==> config.mk <==
export PLATFORM = sky130hd
export DESIGN_NAME = ping_reset_detector
export DESIGN_NICKNAME = d
export VERILOG_FILES = /design/src/rtl/pod_pkg.sv /design/src/rtl/pod_tracker.sv /design/src/rtl/pod_field_check.sv /design/src/rtl/pod_action.sv /design/src/rtl/ping_reset_detector.sv
export SDC_FILE = /design/constraint.sdc
export NUM_CORES = 1
export LEC_CHECK = 0
export BUFFER_PORTS_ARGS = -buffer_cell sky130_fd_sc_hd__buf_4
export CORE_UTILIZATION = 60
export DETAILED_ROUTE_END_ITERATION = 8
export HOLD_SLACK_MARGIN = 0.12
export PLACE_DENSITY = 0.83
export RECOVER_POWER = 25
export SLEW_MARGIN = 20
export SYNTH_ARGS = -nofsm -noshare
export SYNTH_HDL_FRONTEND = slang
export SYNTH_SLANG_ARGS = --single-unit
==> constraint.sdc <==
create_clock -name clk_i -period 5.2 [get_ports clk_i]
set_clock_uncertainty 0.1 [all_clocks]
set_input_delay 1.3 -clock clk_i [delete_from_list [all_inputs] [get_ports clk_i]]
set_output_delay 1.3 -clock clk_i [all_outputs]
set_load 0.02 [all_outputs]
==> src/rtl/pod_pkg.sv <==
package pod_pkg;
  localparam int unsigned WORD_BYTES  = 4;
  localparam int unsigned FRAME_BYTES = 2 * WORD_BYTES;
  localparam logic [8*WORD_BYTES-1:0] MAGIC_WORD = 32'hABAD_1DEA;

  localparam logic [7:0] OP_REBOOT = 8'hA5;
  localparam logic [7:0] OP_COLD   = 8'hB4;
  localparam logic [7:0] OP_WARM   = 8'hC3;
  localparam logic [7:0] OP_UNLOCK = 8'hD2;

  typedef enum logic {ST_WAIT, ST_RUN} scan_state_e;

  function automatic logic op_known(input logic [7:0] op);
    case (op)
      OP_REBOOT, OP_COLD, OP_WARM, OP_UNLOCK: return 1'b1;
      default:                                return 1'b0;
    endcase
  endfunction
endpackage

==> src/rtl/pod_tracker.sv <==
module pod_tracker
  import pod_pkg::*;
#(
  parameter int unsigned NBYTES = 8,
  localparam int unsigned POS_W = $clog2(NBYTES)
) (
  input  logic             clk_i,
  input  logic             rst_ni,
  input  logic             valid_i,
  input  logic             start_i,
  input  logic             last_i,
  input  logic             abort_i,
  output logic             take_o,
  output logic [POS_W-1:0] pos_o,
  output logic             done_o
);
  scan_state_e      st_q;
  logic [POS_W-1:0] idx_q;
  logic             at_end;

  // start wins over any payload in progress
  assign take_o = valid_i & (start_i | (st_q == ST_RUN));
  assign pos_o  = start_i ? '0 : idx_q;
  assign at_end = (pos_o == POS_W'(NBYTES - 1));
  assign done_o = take_o & ~abort_i & at_end;

  always_ff @(posedge clk_i or negedge rst_ni) begin
    if (!rst_ni) begin
      st_q  <= ST_WAIT;
      idx_q <= '0;
    end else if (take_o) begin
      idx_q <= pos_o + 1'b1;
      if (abort_i || last_i || at_end) st_q <= ST_WAIT;
      else                             st_q <= ST_RUN;
    end
  end

  AST_RUN_NEEDS_START: assert property (@(posedge clk_i) disable iff (!rst_ni)
    $rose(st_q == ST_RUN) |-> $past(valid_i && start_i));
endmodule

==> src/rtl/pod_field_check.sv <==
module pod_field_check
  import pod_pkg::*;
#(
  parameter int unsigned NUM_CH = 8,
  parameter int unsigned NBYTES = FRAME_BYTES,
  localparam int unsigned POS_W = $clog2(NBYTES),
  localparam int unsigned MW    = $clog2(WORD_BYTES)
) (
  input  logic             clk_i,
  input  logic             rst_ni,
  input  logic             take_i,
  input  logic [POS_W-1:0] pos_i,
  input  logic [7:0]       byte_i,
  output logic             bad_o,
  output logic [7:0]       op_o,
  output logic [7:0]       chan_o
);
  localparam logic [POS_W-1:0] POS_OP   = POS_W'(WORD_BYTES);
  localparam logic [POS_W-1:0] POS_CHAN = POS_W'(WORD_BYTES + 1);

  logic [7:0] magic_b [WORD_BYTES];
  logic [7:0] op_q, chan_q;

  for (genvar k = 0; k < WORD_BYTES; k++) begin : g_magic
    assign magic_b[k] = MAGIC_WORD[8*(WORD_BYTES-1-k) +: 8];
  end

  always_comb begin
    bad_o = 1'b0;
    if (pos_i < POS_OP)        bad_o = (byte_i != magic_b[pos_i[MW-1:0]]);
    else if (pos_i == POS_OP)  bad_o = !op_known(byte_i);
    else if (pos_i == POS_CHAN)
      bad_o = (op_q == OP_UNLOCK) && (32'(byte_i) >= NUM_CH);
  end

  always_ff @(posedge clk_i or negedge rst_ni) begin
    if (!rst_ni) begin
      op_q   <= '0;
      chan_q <= '0;
    end else if (take_i) begin
      if (pos_i == POS_OP)   op_q   <= byte_i;
      if (pos_i == POS_CHAN) chan_q <= byte_i;
    end
  end

  assign op_o   = op_q;
  assign chan_o = chan_q;
endmodule

==> src/rtl/pod_action.sv <==
module pod_action
  import pod_pkg::*;
#(
  parameter int unsigned NUM_CH = 8
) (
  input  logic              clk_i,
  input  logic              rst_ni,
  input  logic              fire_i,
  input  logic [7:0]        op_i,
  input  logic [7:0]        chan_i,
  output logic              reboot_o,
  output logic              cold_o,
  output logic              warm_o,
  output logic [NUM_CH-1:0] unlock_o
);
  logic any_act;

  always_ff @(posedge clk_i or negedge rst_ni) begin
    if (!rst_ni) begin
      reboot_o <= 1'b0;
      cold_o   <= 1'b0;
      warm_o   <= 1'b0;
    end else begin
      reboot_o <= fire_i && (op_i == OP_REBOOT);
      cold_o   <= fire_i && (op_i == OP_COLD);
      warm_o   <= fire_i && (op_i == OP_WARM);
    end
  end

  for (genvar c = 0; c < NUM_CH; c++) begin : g_unlock
    always_ff @(posedge clk_i or negedge rst_ni) begin
      if (!rst_ni) unlock_o[c] <= 1'b0;
      else         unlock_o[c] <= fire_i && (op_i == OP_UNLOCK) && (chan_i == 8'(c));
    end
  end

  assign any_act = reboot_o | cold_o | warm_o | (|unlock_o);

  AST_SINGLE_ACTION: assert property (@(posedge clk_i) disable iff (!rst_ni)
    $onehot0({reboot_o, cold_o, warm_o, unlock_o}));
  AST_PULSE_ONE_CYCLE: assert property (@(posedge clk_i) disable iff (!rst_ni)
    any_act |=> !any_act);
  AST_FIRE_TO_PULSE: assert property (@(posedge clk_i) disable iff (!rst_ni)
    fire_i |=> any_act);
  AST_OP_KNOWN_AT_FIRE: assert property (@(posedge clk_i) disable iff (!rst_ni)
    fire_i |-> op_known(op_i));
endmodule

==> src/rtl/ping_reset_detector.sv <==
module ping_reset_detector
  import pod_pkg::*;
#(
  parameter int unsigned NUM_CH = 8,
  localparam int unsigned POS_W = $clog2(FRAME_BYTES)
) (
  input  logic              clk_i,
  input  logic              rst_ni,
  input  logic [7:0]        rx_data_i,
  input  logic              rx_valid_i,
  input  logic              rx_start_i,
  input  logic              rx_last_i,
  output logic              reboot_o,
  output logic              cold_rst_o,
  output logic              warm_rst_o,
  output logic [NUM_CH-1:0] clr_lock_o
);
  logic             take, bad, done;
  logic [POS_W-1:0] pos;
  logic [7:0]       op, chan;

  pod_tracker #(.NBYTES(FRAME_BYTES)) u_trk (
    .clk_i  (clk_i),
    .rst_ni (rst_ni),
    .valid_i(rx_valid_i),
    .start_i(rx_start_i),
    .last_i (rx_last_i),
    .abort_i(bad),
    .take_o (take),
    .pos_o  (pos),
    .done_o (done)
  );

  pod_field_check #(.NUM_CH(NUM_CH), .NBYTES(FRAME_BYTES)) u_chk (
    .clk_i (clk_i),
    .rst_ni(rst_ni),
    .take_i(take),
    .pos_i (pos),
    .byte_i(rx_data_i),
    .bad_o (bad),
    .op_o  (op),
    .chan_o(chan)
  );

  pod_action #(.NUM_CH(NUM_CH)) u_act (
    .clk_i   (clk_i),
    .rst_ni  (rst_ni),
    .fire_i  (done),
    .op_i    (op),
    .chan_i  (chan),
    .reboot_o(reboot_o),
    .cold_o  (cold_rst_o),
    .warm_o  (warm_rst_o),
    .unlock_o(clr_lock_o)
  );

  AST_PULSE_AFTER_BYTE: assert property (@(posedge clk_i) disable iff (!rst_ni)
    (reboot_o | cold_rst_o | warm_rst_o | (|clr_lock_o)) |-> $past(rx_valid_i));
endmodule

==> summary.txt <==
Outcome
  – Status: finished, violations left
  – Failing checks: max-capacitance violations, max-slew violations

Finish
  – Area Overhead vs Synth: 13.78%
  – Util after Layout: 0.7389
  – Post-route cell area: between 0.0015 and 0.002 sq mm
  – Antenna Cells: 0
  – Nets: 174
  – Layout cells sized above 1: 0.4129

GRT
  – Largest net degree at the start of global routing: 32
  – Number of global-route vias before repair: about 1100
  – M3 GR Usage: 0.07500
  – GR peak layer: met2
  – GR Layer Usage met1: 0.3093
  – Global-route wire length before repair: between 5000 and 6000 um
  – Total congestion overflow: 0
  – Met2 usage: 0.4126
  – Total GRT Usage: 0.2490
  – Initial antenna violation count: 0

Placed design
  – Post-DP Area: between 0.0015 and 0.002 sq mm
  – RePlAce Congestion: approximately 0.8
  – I/O Buffers: 23
  – HPWL Detailed: about 2200 um
  – Dpl ws: between 1.5 and 2 ns

Detailed routing
  – 1st-iter DRT viols: 14
  – Antenna Nets Post-Route: 0
  – Routed Wire Length: between 2000 and 3000 um
  – DR DRC count: 0
  – Vias per std cell: 6.049
  – Wire length per cell: 16.20 um
  – Via Count: ~1100
  – First-pass DRT Iterations: 4

Worst setup path
  – R2R depth: 7
  – Arrival @ worst endpoint: between 3 and 4 ns
  – Critical path peak fanout: 12
  – CP startpoint kind: input pin
  – Data required time at the worst endpoint: roughly 5.3 ns
  – Crit end category: flip-flop
  – Worst setup path class: in -> reg

Worst hold path
  – Worst min path class: reg -> reg
  – Hold path depth: 2

Timing
  – Final worst hold slack: roughly 0.40 ns
  – Setup_tns: 0 ns
  – Final period util: 0.6230
  – Final setup viols: 0
  – Slew headroom: -0.06747
  – Slew @ Worst Pin: 1.601 ns
  – Pins Over Slew Limit: 32
  – Final hold vios: 0
  – Fmax: a little over 300 MHz
  – Minimum clock period: 3.240 ns
  – Setup ws final: a little under 2 ns
  – RSZ-0062 raised after global routing: no

Floorplanning
  – Die height: approximately 54 um
  – Die Area: slightly below 0.003 sq mm
  – Initial Utilization: 0.6495
  – Core Region: between 0.002 and 0.003 sq mm
  – Die width: 54.49 um
  – Rows: 18
  – Io pins: 24

Clock network
  – CTS Buffer Depth: 2
  – Clk slew on worst S/H paths: roughly 0.090 ns
  – # hold bufs at CTS: 0
  – TritonCTS Buffers: 5
  – CTS sink count: 31
  – # H-tree levels: 2
  – CTS tree: yes
  – Skew-Pair Late Insertion Delay: between 0.3 and 0.4 ns
  – Clock Tree Root: clkbuf_4
  – Post-CTS sizing: 0
  – Postcts setup bufs: 0

Logic synthesis
  – Share of the yosys chip area belonging to registers: 0.4693
  – Syn Std Cell Area: between 0.0015 and 0.002 sq mm
  – Syn Inst Count: between 100 and 150
  – Avg Inst Size Synth: approximately 13 sq um
  – Synth warn: 0
  – Synthesized flop and latch total: 31
  – Synth unique cells: 37
  – Syn Nets: 149

Job
  – Max-cap viol count: 1

Power and ir drop
  – P per Cell Area: ~250 mW/mm^2
  – Lkg Pwr: about 0.85 nW
  – Maximum vdd drop: 0.2679 mV
==> layout make-up <==
class / count / area [sq um]
clock buffer: 6 / 51.30
clock inverter: 1 / 5.005
fill: 167 / 664.4
inverter: 4 / 15.01
multi-input combinational: 90 / 827.0
sequential: 31 / 775.7
tap: 30 / 37.54
timing repair buffer: 23 / 168.9
==> Yosys cell counts, drive strengths merged <==
| cell | instances | area [sq um] |
|---|---|---|
| nand4 | 3 | 18.77 |
| xnor2 | 2 | 17.52 |
| and4bb | 1 | 12.51 |
| a41oi | 1 | 16.27 |
| o21ai | 4 | 20.02 |
| nor2b | 3 | 18.77 |
| inv | 4 | 15.01 |
| nor2 | 7 | 31.28 |
| buf | 5 | 35.03 |
| o41ai | 1 | 8.760 |
| nor3 | 1 | 5.000 |
| nor3b | 2 | 15.01 |
| nand2 | 7 | 26.28 |
| ha | 6 | 75.07 |
| nand3b | 3 | 22.52 |
| nor4 | 12 | 143.9 |
| xor2 | 1 | 8.760 |
| nand4bb | 2 | 22.52 |
| nor4bb | 1 | 10.01 |
| nor4b | 1 | 15.01 |
| a2111oi | 1 | 15.01 |
| and2b | 1 | 7.510 |
| nand4b | 4 | 41.29 |
| nand2b | 3 | 18.77 |
| or3 | 1 | 6.260 |
| o311ai | 1 | 26.28 |
| and4b | 1 | 10.01 |
| dfrtp | 31 | 775.7 |
| a31o | 1 | 8.760 |
| nand3 | 1 | 5.000 |
| o22a | 1 | 8.760 |
| mux2 | 17 | 191.4 |
==> worst paths after layout <==
check                                from              end  slack (ns)
max                            rx_start_i       u_trk.st_q        1.96
min                        u_trk.idx_q[1]   u_trk.idx_q[1]        0.40
max reg2reg                u_trk.idx_q[0]       u_trk.st_q        2.63
min reg2reg                u_trk.idx_q[1]   u_trk.idx_q[1]        0.40
max in group asynchronous          rst_ni  u_chk.chan_o[7]        2.82
min in group asynchronous          rst_ni     u_act.cold_o        1.25
==> per-stage QoR <==
step | power, mW | instances
2_1_floorplan | 0.3044 | 130
3_3_place_gp | 0.3236 | 178
3_5_place_dp | 0.3265 | 178
4_1_cts | 0.4708 | 185
5_1_grt | 0.4857 | 185
6_report | 0.4653 | 185
==> where the power goes <==
group | internal, mW | leakage, nW | total [mW] | switching, mW
clock | 0.0625 | 0.0341 | 0.145 | 0.0823
sequential | 0.249 | 0.427 | 0.254 | 0.00522
combinational | 0.0274 | 0.389 | 0.0663 | 0.0389
==> sequential cells by signal, summed over array words and instances, names as in the netlist <==
register	flops
u_act.reboot_o	1
u_chk.chan_o	8
u_act.unlock_o	8
u_trk.idx_q	3
u_trk.st_q	1
u_act.cold_o	1
u_act.warm_o	1
u_chk.op_o	8
==> cells in the final DEF, fill, tap and decap left out, types with 4 or more instances in the layout <==
| cell type | instances |
|---|---|
| buf_4 | 22 |
| nor4_2 | 11 |
| nor2_1 | 5 |
| o21ai_0 | 4 |
| dfrtp_1 | 31 |
| mux2_2 | 17 |
| clkbuf_4 | 5 |
| nand2_1 | 7 |
| ha_1 | 6 |
| inv_1 | 4 |
==> worst max-delay path, stage by stage <==
cell	delay, ns
buf_4	0.12
nor2b_1	0.26
inv_1	0.12
ha_1	0.23
nor4bb_1	0.29
a31o_1	0.16
a41oi_2	0.42
o41ai_1	0.47
==> logic make-up (layout without fill, tap and decap cells) <==
family / Yosys count / count (layout) / share of synthesized area
AO/OA/AOI/OAI: 10 / 10 / 0.06284
XOR/XNOR: 3 / 3 / 0.01590
adder cells (fa/ha/maj): 6 / 6 / 0.04542
buffers and inverters: 9 / 34 / 0.03028
flip-flops: 31 / 31 / 0.4693
multiplexers: 17 / 17 / 0.1158
AND/OR/NAND/NOR: 54 / 54 / 0.2604
==> layer usage <==
metal  vias to the layer above  wire length (um)
li1                        533                 -
met1                       557              1352
met2                        23              1475
met3                         6               121
met4                         0                48
met5                         -                 0
(Power assumes the default switching activity.)
